--- src/rtl/sleep_pkg.sv ---
package sleep_pkg;
  typedef enum logic [1:0] {
    PM_RUN  = 2'd0,
    PM_IDLE = 2'd1,
    PM_STOP = 2'd2,
    PM_WARM = 2'd3
  } pm_state_e;
endpackage

--- src/rtl/wake_qual.sv ---
module wake_qual #(
  parameter int N_SRC    = 6,
  parameter int EXT0_IDX = 0,
  parameter int KEY_IDX  = 4,
  parameter int WT_IDX   = 5
) (
  input  logic [N_SRC-1:0] irq_pend,
  input  logic [N_SRC-1:0] irq_en,
  output logic             wake_hit,
  output logic             vec_src
);
  localparam logic [N_SRC-1:0] ONE_HOT  = N_SRC'(1);
  localparam logic [N_SRC-1:0] WAKE_MSK = ~(ONE_HOT << EXT0_IDX);
  localparam logic [N_SRC-1:0] VEC_MSK  = WAKE_MSK & ~(ONE_HOT << KEY_IDX) & ~(ONE_HOT << WT_IDX);

  logic [N_SRC-1:0] live;

  // a source counts only with its own enable flag set
  assign live     = irq_pend & irq_en;
  assign wake_hit = |(live & WAKE_MSK);
  assign vec_src  = |(live & VEC_MSK);
endmodule

--- src/rtl/warm_timer.sv ---
module warm_timer #(
  parameter int STAB_BITS = 17
) (
  input  logic clk,
  input  logic rst_n,
  input  logic run,
  output logic done
);
  logic [STAB_BITS-1:0] cnt;

  always_ff @(posedge clk or negedge rst_n) begin
    if (!rst_n)   cnt <= '0;
    else if (run) cnt <= cnt + 1'b1;
    else          cnt <= '0;
  end

  // terminal count reached on the last cycle of the window
  assign done = run & (&cnt);
endmodule

--- src/rtl/vec_defer.sv ---
module vec_defer #(
  parameter int DEFER_INSNS = 2
) (
  input  logic clk,
  input  logic rst_n,
  input  logic arm_load,
  input  logic arm_val,
  input  logic clk_on,
  input  logic retire,
  output logic permit
);
  localparam int CW = $clog2(DEFER_INSNS + 1);
  localparam logic [CW-1:0] LAST = CW'(DEFER_INSNS - 1);

  logic          armed;
  logic [CW-1:0] cnt;

  always_ff @(posedge clk or negedge rst_n) begin
    if (!rst_n) begin
      armed  <= 1'b0;
      cnt    <= '0;
      permit <= 1'b0;
    end else if (arm_load) begin
      armed  <= arm_val;
      cnt    <= '0;
      permit <= 1'b0;
    end else if (armed && clk_on && retire) begin
      if (cnt == LAST) begin
        armed  <= 1'b0;
        cnt    <= '0;
        permit <= 1'b1;
      end else begin
        cnt    <= cnt + 1'b1;
        permit <= 1'b0;
      end
    end else begin
      permit <= 1'b0;
    end
  end
endmodule

--- src/rtl/sleep_ctl.sv ---
module sleep_ctl #(
  parameter int N_SRC       = 6,
  parameter int EXT0_IDX    = 0,
  parameter int KEY_IDX     = 4,
  parameter int WT_IDX      = 5,
  parameter int STAB_BITS   = 17,
  parameter int DEFER_INSNS = 2
) (
  input  logic             clk,
  input  logic             rst_n,
  input  logic             idle_req,
  input  logic             stop_req,
  input  logic [N_SRC-1:0] irq_pend,
  input  logic [N_SRC-1:0] irq_en,
  input  logic             ime,
  input  logic             retire,
  output logic             cpu_clk_en,
  output logic             osc_en,
  output logic             periph_pd,
  output logic             resume,
  output logic             vec_permit
);
  import sleep_pkg::*;

  pm_state_e st, st_nxt;
  logic wake_hit, vec_src, warm_done;
  logic resume_d, arm_load, arm_val;

  wake_qual #(
    .N_SRC(N_SRC), .EXT0_IDX(EXT0_IDX), .KEY_IDX(KEY_IDX), .WT_IDX(WT_IDX)
  ) u_qual (
    .irq_pend(irq_pend), .irq_en(irq_en),
    .wake_hit(wake_hit), .vec_src(vec_src)
  );

  warm_timer #(.STAB_BITS(STAB_BITS)) u_warm (
    .clk(clk), .rst_n(rst_n), .run(st == PM_WARM), .done(warm_done)
  );

  vec_defer #(.DEFER_INSNS(DEFER_INSNS)) u_defer (
    .clk(clk), .rst_n(rst_n), .arm_load(arm_load), .arm_val(arm_val),
    .clk_on(cpu_clk_en), .retire(retire), .permit(vec_permit)
  );

  always_comb begin
    st_nxt   = st;
    resume_d = 1'b0;
    arm_load = 1'b0;
    arm_val  = ime & vec_src;
    unique case (st)
      PM_RUN: begin
        if (stop_req || idle_req) begin
          if (wake_hit) begin
            resume_d = 1'b1;
            arm_load = 1'b1;
          end else begin
            st_nxt = stop_req ? PM_STOP : PM_IDLE;
          end
        end
      end
      PM_IDLE: begin
        if (wake_hit) begin
          st_nxt   = PM_RUN;
          resume_d = 1'b1;
          arm_load = 1'b1;
        end else if (stop_req) begin
          st_nxt = PM_STOP;
        end
      end
      PM_STOP: begin
        if (wake_hit) begin
          st_nxt   = PM_WARM;
          arm_load = 1'b1;
        end
      end
      PM_WARM: begin
        if (warm_done) begin
          st_nxt   = PM_RUN;
          resume_d = 1'b1;
        end
      end
      default: st_nxt = PM_WARM;
    endcase
  end

  always_ff @(posedge clk or negedge rst_n) begin
    if (!rst_n) begin
      st     <= PM_WARM;
      resume <= 1'b0;
    end else begin
      st     <= st_nxt;
      resume <= resume_d;
    end
  end

  assign cpu_clk_en = (st == PM_RUN);
  assign osc_en     = (st != PM_STOP);
  assign periph_pd  = (st == PM_STOP);
endmodule

--- config.mk ---
export PLATFORM = sky130hd
export DESIGN_NAME = sleep_ctl
export DESIGN_NICKNAME = d
export VERILOG_FILES = /design/src/rtl/sleep_pkg.sv /design/src/rtl/wake_qual.sv /design/src/rtl/warm_timer.sv /design/src/rtl/vec_defer.sv /design/src/rtl/sleep_ctl.sv
export SDC_FILE = /design/constraint.sdc
export NUM_CORES = 1
export LEC_CHECK = 0
export ABC_CLOCK_PERIOD_IN_PS = 2300
export CORE_MARGIN = 2
export CORE_UTILIZATION = 23
export DETAILED_ROUTE_END_ITERATION = 8
export DONT_BUFFER_PORTS = 1
export GPL_ROUTABILITY_DRIVEN = 0
export HOLD_SLACK_MARGIN = 0.02
export PLACE_DENSITY = 0.43
export SLEW_MARGIN = 15
export SYNTH_ARGS = -nofsm -noshare
export SYNTH_HDL_FRONTEND = slang
export SYNTH_SLANG_ARGS = --single-unit
--- constraint.sdc ---
create_clock -name clk -period 2.3 [get_ports clk]
set_input_delay 0.46 -clock clk [delete_from_list [all_inputs] [get_ports clk]]
set_output_delay 0.46 -clock clk [all_outputs]
set_load 0.05 [all_outputs]
==> results of run 1 <==
-- path summary, 6_finish.rpt --
path	startpoint	to	slack (ns)	depth (start not counted)
hold reg to reg	u_defer.cnt[1]$_DFFE_PN0P_	u_defer.permit$_DFF_PN0_	0.47	1
setup / recovery	u_warm.cnt[0]$_DFF_PN0_	st[1]$_DFFE_PN1P_	0.18	8
min in group asynchronous	rst_n	u_warm.cnt[8]$_DFF_PN0_	0.63	2
setup reg to reg	u_warm.cnt[0]$_DFF_PN0_	st[1]$_DFFE_PN1P_	0.18	8
max in group asynchronous	rst_n	st[1]$_DFFE_PN1P_	1.44	2
hold / removal	ime	u_defer.armed$_DFFE_PN0P_	0.33	2
-- metrics by stage --
step / std cells / util, % / total power, mW / worst slack (ns) / instance area [um^2]
global placement: 201 / 25.6 / 1.08 / 0.135 / 1400
floorplan: 127 / - / 0.964 / 0.307 / 1290
detailed placement: 201 / 25.6 / 1.10 / 0.0772 / 1400
CTS: 207 / 27.4 / 1.50 / 0.0678 / 1500
global route: 207 / 27.6 / 1.59 / 0.0377 / 1510
finish: 207 / 27.6 / 1.48 / 0.183 / 1510
-- power groups by stage --
stage,clock [mW],combinational [mW],sequential [mW]
global route,0.417,0.607,0.562
detailed placement,0,0.540,0.564
CTS,0.388,0.560,0.556
finish,0.376,0.554,0.555
global placement,0,0.517,0.560
floorplan,0,0.412,0.551
-- repair_timing --
action                                  CTS  global route
resized for setup                         0             2
hold buffers                              2             0
hold endpoints to repair                 24             0
endpoints found under the setup margin    0             1
-- cell families after synthesis --
| family | after synthesis | synth area share (%) |
|---|---|---|
| AOI/OAI and AO/OA | 24 | 11.9 |
| DFF | 24 | 46.8 |
| muxes | 4 | 3.21 |
| buffers and inverters | 8 | 2.43 |
| xor gates and xnor gates | 10 | 6.80 |
| and+or+nand+nor | 50 | 22.1 |
| adders and majority gates | 7 | 6.80 |
-- worst max-delay path: cells and delay by family, from the launching register on --
family | cells | cell delay, ns
AOI/OAI and AO/OA | 2 | 0.33
adders and majority gates | 2 | 0.41
DFF | 1 | 0.41
muxes | 1 | 0.34
and+or+nand+nor | 3 | 0.56
-- routing by layer --
metal / track usage (%) / vias to the layer above / part of all wire (%) / routed length, um
met5: 0 / - / 0 / 0
met1: 12.6 / 463 / 46 / 1200
met3: 3.30 / 2 / 6.0 / 156
met4: 1.38 / 0 / 0.19 / 5
li1: - / 464 / - / -
met2: 15.7 / 26 / 47 / 1220
-- area by class of cell --
| cell class | instances | area share (%) |
|---|---|---|
| flip-flops and latches | 24 | 39.9 |
| inverters | 6 | 1.49 |
| multi-input cells | 95 | 43.9 |
| well taps | 72 | 5.97 |
| repair buffers | 6 | 3.98 |
| clock buffers | 3 | 2.73 |
| clock inverters | 1 | 1.99 |
-- flip-flops by register name, indices dropped and copies added (netlist names) --
name            count
u_defer.permit      1
st                  2
resume              1
u_defer.cnt         2
u_defer.armed       1
u_warm.cnt         17
-- Yosys cell counts, drive strengths merged --
cell,n,share of area [%]
dfrtp,22,43
a222oi,1,0.78
and2,3,1.5
ha,7,6.8
and4,1,0.87
nor3,2,0.78
nand2,9,2.8
or3,5,2.9
o211ai,1,0.97
clkinv,1,0.29
o21ai,7,2.7
xnor2,2,1.4
buf,1,0.39
nand2b,1,0.49
a2bb2oi,1,0.68
clkbuf,1,0.29
o21a,1,0.58
and3,2,1.1
o31ai,1,0.58
a21oi,9,3.5
mux2,1,0.87
nand3,6,2.3
or4,3,1.9
a21bo,1,0.78
a311oi,1,0.68
inv,5,1.5
dfstp,2,4.1
nand4,5,3.6
xor2,8,5.4
a22oi,1,0.58
mux2i,3,2.3
nor2,13,3.8
==> out/metrics.yaml, run 1 <==
clk_pin_slew_ns: 0.09
syn_avg_cell_area_um2: 10.1
switching_share_pct: 38.1
cts_sinks: 24
ys_types: 38
diodes: 0
p_int_uw: 918
finalClockSkew_ns: 0.00472
power_density_mw_per_mm2: 983
regArea_um2: 603
grt_pass1_vias: 1000
p_leak_nw: 0.632
htreeDepth: 1
hp-class: "primary input to flop"
die_w_um: 78.8
hold_ws_ns: 0.331
drt-pass1-iter-count: 4
numCtsBuffers: 3
netlist_instances: 127
row_count: 27
detailed_place_hpwl_um: 1900
cts_buffer_depth: 2
slew_headroom_pct: 55.7
grt_pass1_wl_um: 4690
cp_max_fo: 5
final_hold_viol_count: 0
die_y_um: 78.8
drtIter0Drc: 55
vias_per_cell: 4.61
area_delta_synth_final_pct: 17.3
synth_warnings: 0
cts_tree: "done"
power_frac_comb_pct: 37.3
fin_crit_sh_pct: 92.0
finalSetupTns_ns: 0
multi_input_area_um2: 663
cp.required_ns: 2.50
slowest_delay_ns: 0.41
gr-usage-all-layers_pct: 9.61
ir_drop_uv: 537
cts_root_buf: "clkbuf_8"
io_pins: 23
timing.fmax_ghz: 0.472
wire_per_inst_um: 12.5
status: "complete, no violations"
worstPathArrival_ns: 2.32
maxCapViolCount: 0
post_cts_buffers: 0
ys_seq_area_share_pct: 46.8
start_kind: "flop"
drt_wl_total_um: 2590
ant_nets: 0
drive_gt1_share_pct: 16.3
grt_max_degree: 25
antenna_found_initial: 0
cp_slowest_cell: "dfrtp_1"
setup_viol: 0
start_util_pct: 23.5
dieArea_mm2: 0.00621
syn_nets: 152
worstSkewPairLatency_ns: 0.27
io_buffers: 0
fin_nets: 161
worstPathCellList: "ha_1 -> and3_2 -> nand3_2 -> nor3_2 -> ha_1 -> a2bb2oi_1 -> o211ai_2 -> mux2_1"
synth-seq-cells: 24
power.switching_uw: 566
layout.cells.most_common: "dfrtp_1"
path_common_cell: "ha_1"
drc_errors: 0
worst-setup-path-type: "flop to flop"
slew_viol_final: 0
clockPowerShare_pct: 25.3
worst_pin_slew_ns: 0.664
vias: 955
syn_area_mm2: 0.00129
grt-ovfl-total: 0
seqPwrFrac_pct: 37.4
fillers: 586
coreArea_mm2: 0.00547
end_kind: "flop"
mostFrequentLayoutCells: "22 x dfrtp_1, 13 x nor2_1, 9 x a21oi_1"
fin_crit_ns: 2.12
rsz0062_at_grt: "no"
No activity file was read; power rests on OpenSTA's default activity.
==> run 2, diff against run 1 <==
CORE_ASPECT_RATIO = 0.8   (was not set)
==> run 2 against run 1 <==
Count of clock-buffer cells in the layout up 1. Worst setup slack better by 0.021 ns. Routed wire length fell by 2.4%. Non-clock buffer count did not move. Largest power group unchanged. Via count is 0.73% lower. Clock skew is 0.0042 ns higher. Die area about the same. First-iteration DRC count fell by 13%. Global-route usage shrank 0.94 points. Sequential power about the same. Register-to-register slack improved by 0.02 ns.
==> out/metrics.yaml, run 2 (synthesized netlist as in run 1, its figures left out) <==
status: "complete, no violations"  # unchanged
power_density_mw_per_mm2: 904  # was 983 mW/mm^2
cts_sinks: 24  # unchanged
drc_errors: 0  # unchanged
setup_viol: 0  # unchanged
worstPathCellList: "ha_1 -> and3_2 -> nand3_2 -> nor3_2 -> ha_1 -> a2bb2oi_1 -> o211ai_2 -> mux2_1"  # unchanged
antenna_found_initial: 0  # unchanged
io_pins: 23  # unchanged
crit_buf_inv: 0  # unchanged
regMostFlops: "u_warm.cnt"  # unchanged
cp_top_family: "simple AND/OR/NAND/NOR gates"  # unchanged
vias_per_cell: 4.45  # was 4.61
worst_pin_slew_ns: 1.01  # was 0.664 ns
final_hold_viol_count: 0  # unchanged
timing.fmax_ghz: 0.477  # was 0.472 GHz
place_inst: 207  # was 201
drtIter0Drc: 48  # was 55
die_w_um: 87.7  # was 78.8 um
fillers: 566  # was 586
reg2reg_from: "u_warm.cnt[0]$_DFF_PN0_"  # unchanged
numCtsBuffers: 3  # unchanged
layout.cells.most_common: "dfrtp_1"  # unchanged
crit_start: "u_warm.cnt[0]$_DFF_PN0_"  # unchanged
cp_max_fo: 5  # unchanged
grt_pass1_wl_um: 4170  # was 4690 um
rsz0062_at_grt: "no"  # unchanged
start_util_pct: 23.7  # was 23.5%
design_area_mm2: 0.00148  # was 0.00151 mm^2
hold_ws_ns: 0.356  # was 0.331 ns
cp.required_ns: 2.49  # was 2.50 ns
largestRegisters: "u_warm.cnt: 17 flops, st: 2 flops, u_defer.cnt: 2 flops"  # unchanged
cts_root_buf: "clkbuf_8"  # unchanged
dieArea_mm2: 0.00622  # was 0.00621 mm^2
largest_register_ffs: 17  # unchanged
worstPathArrival_ns: 2.28  # was 2.32 ns
slowest_delay_ns: 0.39  # was 0.41 ns
diodes: 0  # unchanged
grt_pass1_vias: 874  # was 1000
ant_nets: 0  # unchanged
fin_crit_ns: 2.10  # was 2.12 ns
fin_nets: 161  # unchanged
die_y_um: 70.9  # was 78.8 um
vias: 948  # was 955
finalSetupTns_ns: 0  # unchanged
p_leak_nw: 0.614  # was 0.632 nW
dpl_cell_area_mm2: 0.00141  # was 0.00140 mm^2
area_delta_synth_final_pct: 15.1  # was 17.3%
worst-setup-path-type: "flop to flop"  # unchanged
drt_wl_total_um: 2520  # was 2590 um
final_cells: 213  # was 207
coreArea_mm2: 0.00544  # was 0.00547 mm^2
io_buffers: 0  # unchanged
row_count: 24  # was 27
hp-class: "primary input to flop"  # unchanged
finalClockSkew_ns: 0.00890  # was 0.00472 ns
cts_buffer_depth: 2  # unchanged
cp_slowest_cell: "dfrtp_1"  # unchanged
mostFrequentLayoutCells: "22 x dfrtp_1, 13 x nor2_1, 9 x a21oi_1"  # unchanged
end_kind: "flop"  # unchanged
clk_pin_slew_ns: 0.08  # was 0.09 ns
htreeDepth: 1  # unchanged
worstSkewPairLatency_ns: 0.26  # was 0.27 ns
post_cts_buffers: 0  # unchanged
slew_viol_final: 0  # unchanged
ir_drop_uv: 427  # was 537 uV
gr-usage-all-layers_pct: 8.67  # was 9.61%
maxCapViolCount: 0  # unchanged
cts_tree: "done"  # unchanged
slew_headroom_pct: 32.7  # was 55.7%
wire_per_inst_um: 11.8  # was 12.5 um
grt_max_degree: 23  # was 25
fin_crit_sh_pct: 91.1  # was 92.0%
detailed_place_hpwl_um: 1810  # was 1900 um
start_kind: "flop"  # unchanged
min-delay-start: "ime"  # unchanged
drt-pass1-iter-count: 4  # unchanged
drive_gt1_share_pct: 14.8  # was 16.3%
path_common_cell: "ha_1"  # unchanged
grt-ovfl-total: 0  # unchanged
run 2: changes by cell type in the layout (fill, tap and decap cells not counted):
| cell | before | now |
|---|---|---|
| buf_12 | 1 | 0 |
| bufinv_16 | 1 | 0 |
| clkbuf_1 | 0 | 1 |
| dlygate4sd3_1 | 1 | 2 |
run 2: path summary, 6_finish.rpt:
check	depth (start not counted)	end	slack (ns)
min reg2reg	1	u_defer.permit$_DFF_PN0_	0.47
min in group asynchronous	1	st[1]$_DFFE_PN1P_	0.65
max reg2reg	8	st[1]$_DFFE_PN1P_	0.20
min	2	u_defer.armed$_DFFE_PN0P_	0.36
max in group asynchronous	1	u_warm.cnt[1]$_DFF_PN0_	0.88
max	8	st[1]$_DFFE_PN1P_	0.20
run 2: per-layer routing:
| metal | routed length [um] | up-vias | GRT usage, % |
|---|---|---|---|
| li1 | - | 465 | - |
| met1 | 1280 | 457 | 12.4 |
| met2 | 1080 | 24 | 12.7 |
| met3 | 146 | 2 | 3.50 |
| met4 | 11 | 0 | 1.03 |
| met5 | 0 | - | 0 |
run 2: what timing repair did:
item                       CTS  global route
setup endpoints to repair    0             1
hold endpoints to repair    22             2
hold buffers                 1             1
resized for setup            0             2
run 2: stage by stage:
stage          setup slack (ns)  power, mW  util (%)
3_5_place_dp              0.102       1.09      25.9
3_3_place_gp              0.151       1.08      25.9
6_report                  0.204       1.34      27.3
5_1_grt                  0.0432       1.44      27.3
4_1_cts                  0.0846       1.36      26.9
2_1_floorplan             0.307      0.964         -
run 2: final cells by class:
class	count	area, um^2	area share (%)
Tap cell	78	97.6	6.59
Sequential cell	24	603	40.7
Timing Repair Buffer	6	50.0	3.38
Inverter	6	22.5	1.52
Multi-Input combinational cell	95	663	44.8
Clock buffer	4	45.0	3.04
run 2: power breakdown:
group / total [mW] / switching, mW / internal, mW
Sequential: 0.553 / 0.0663 / 0.487
Clock: 0.254 / 0.130 / 0.124
Combinational: 0.532 / 0.340 / 0.193
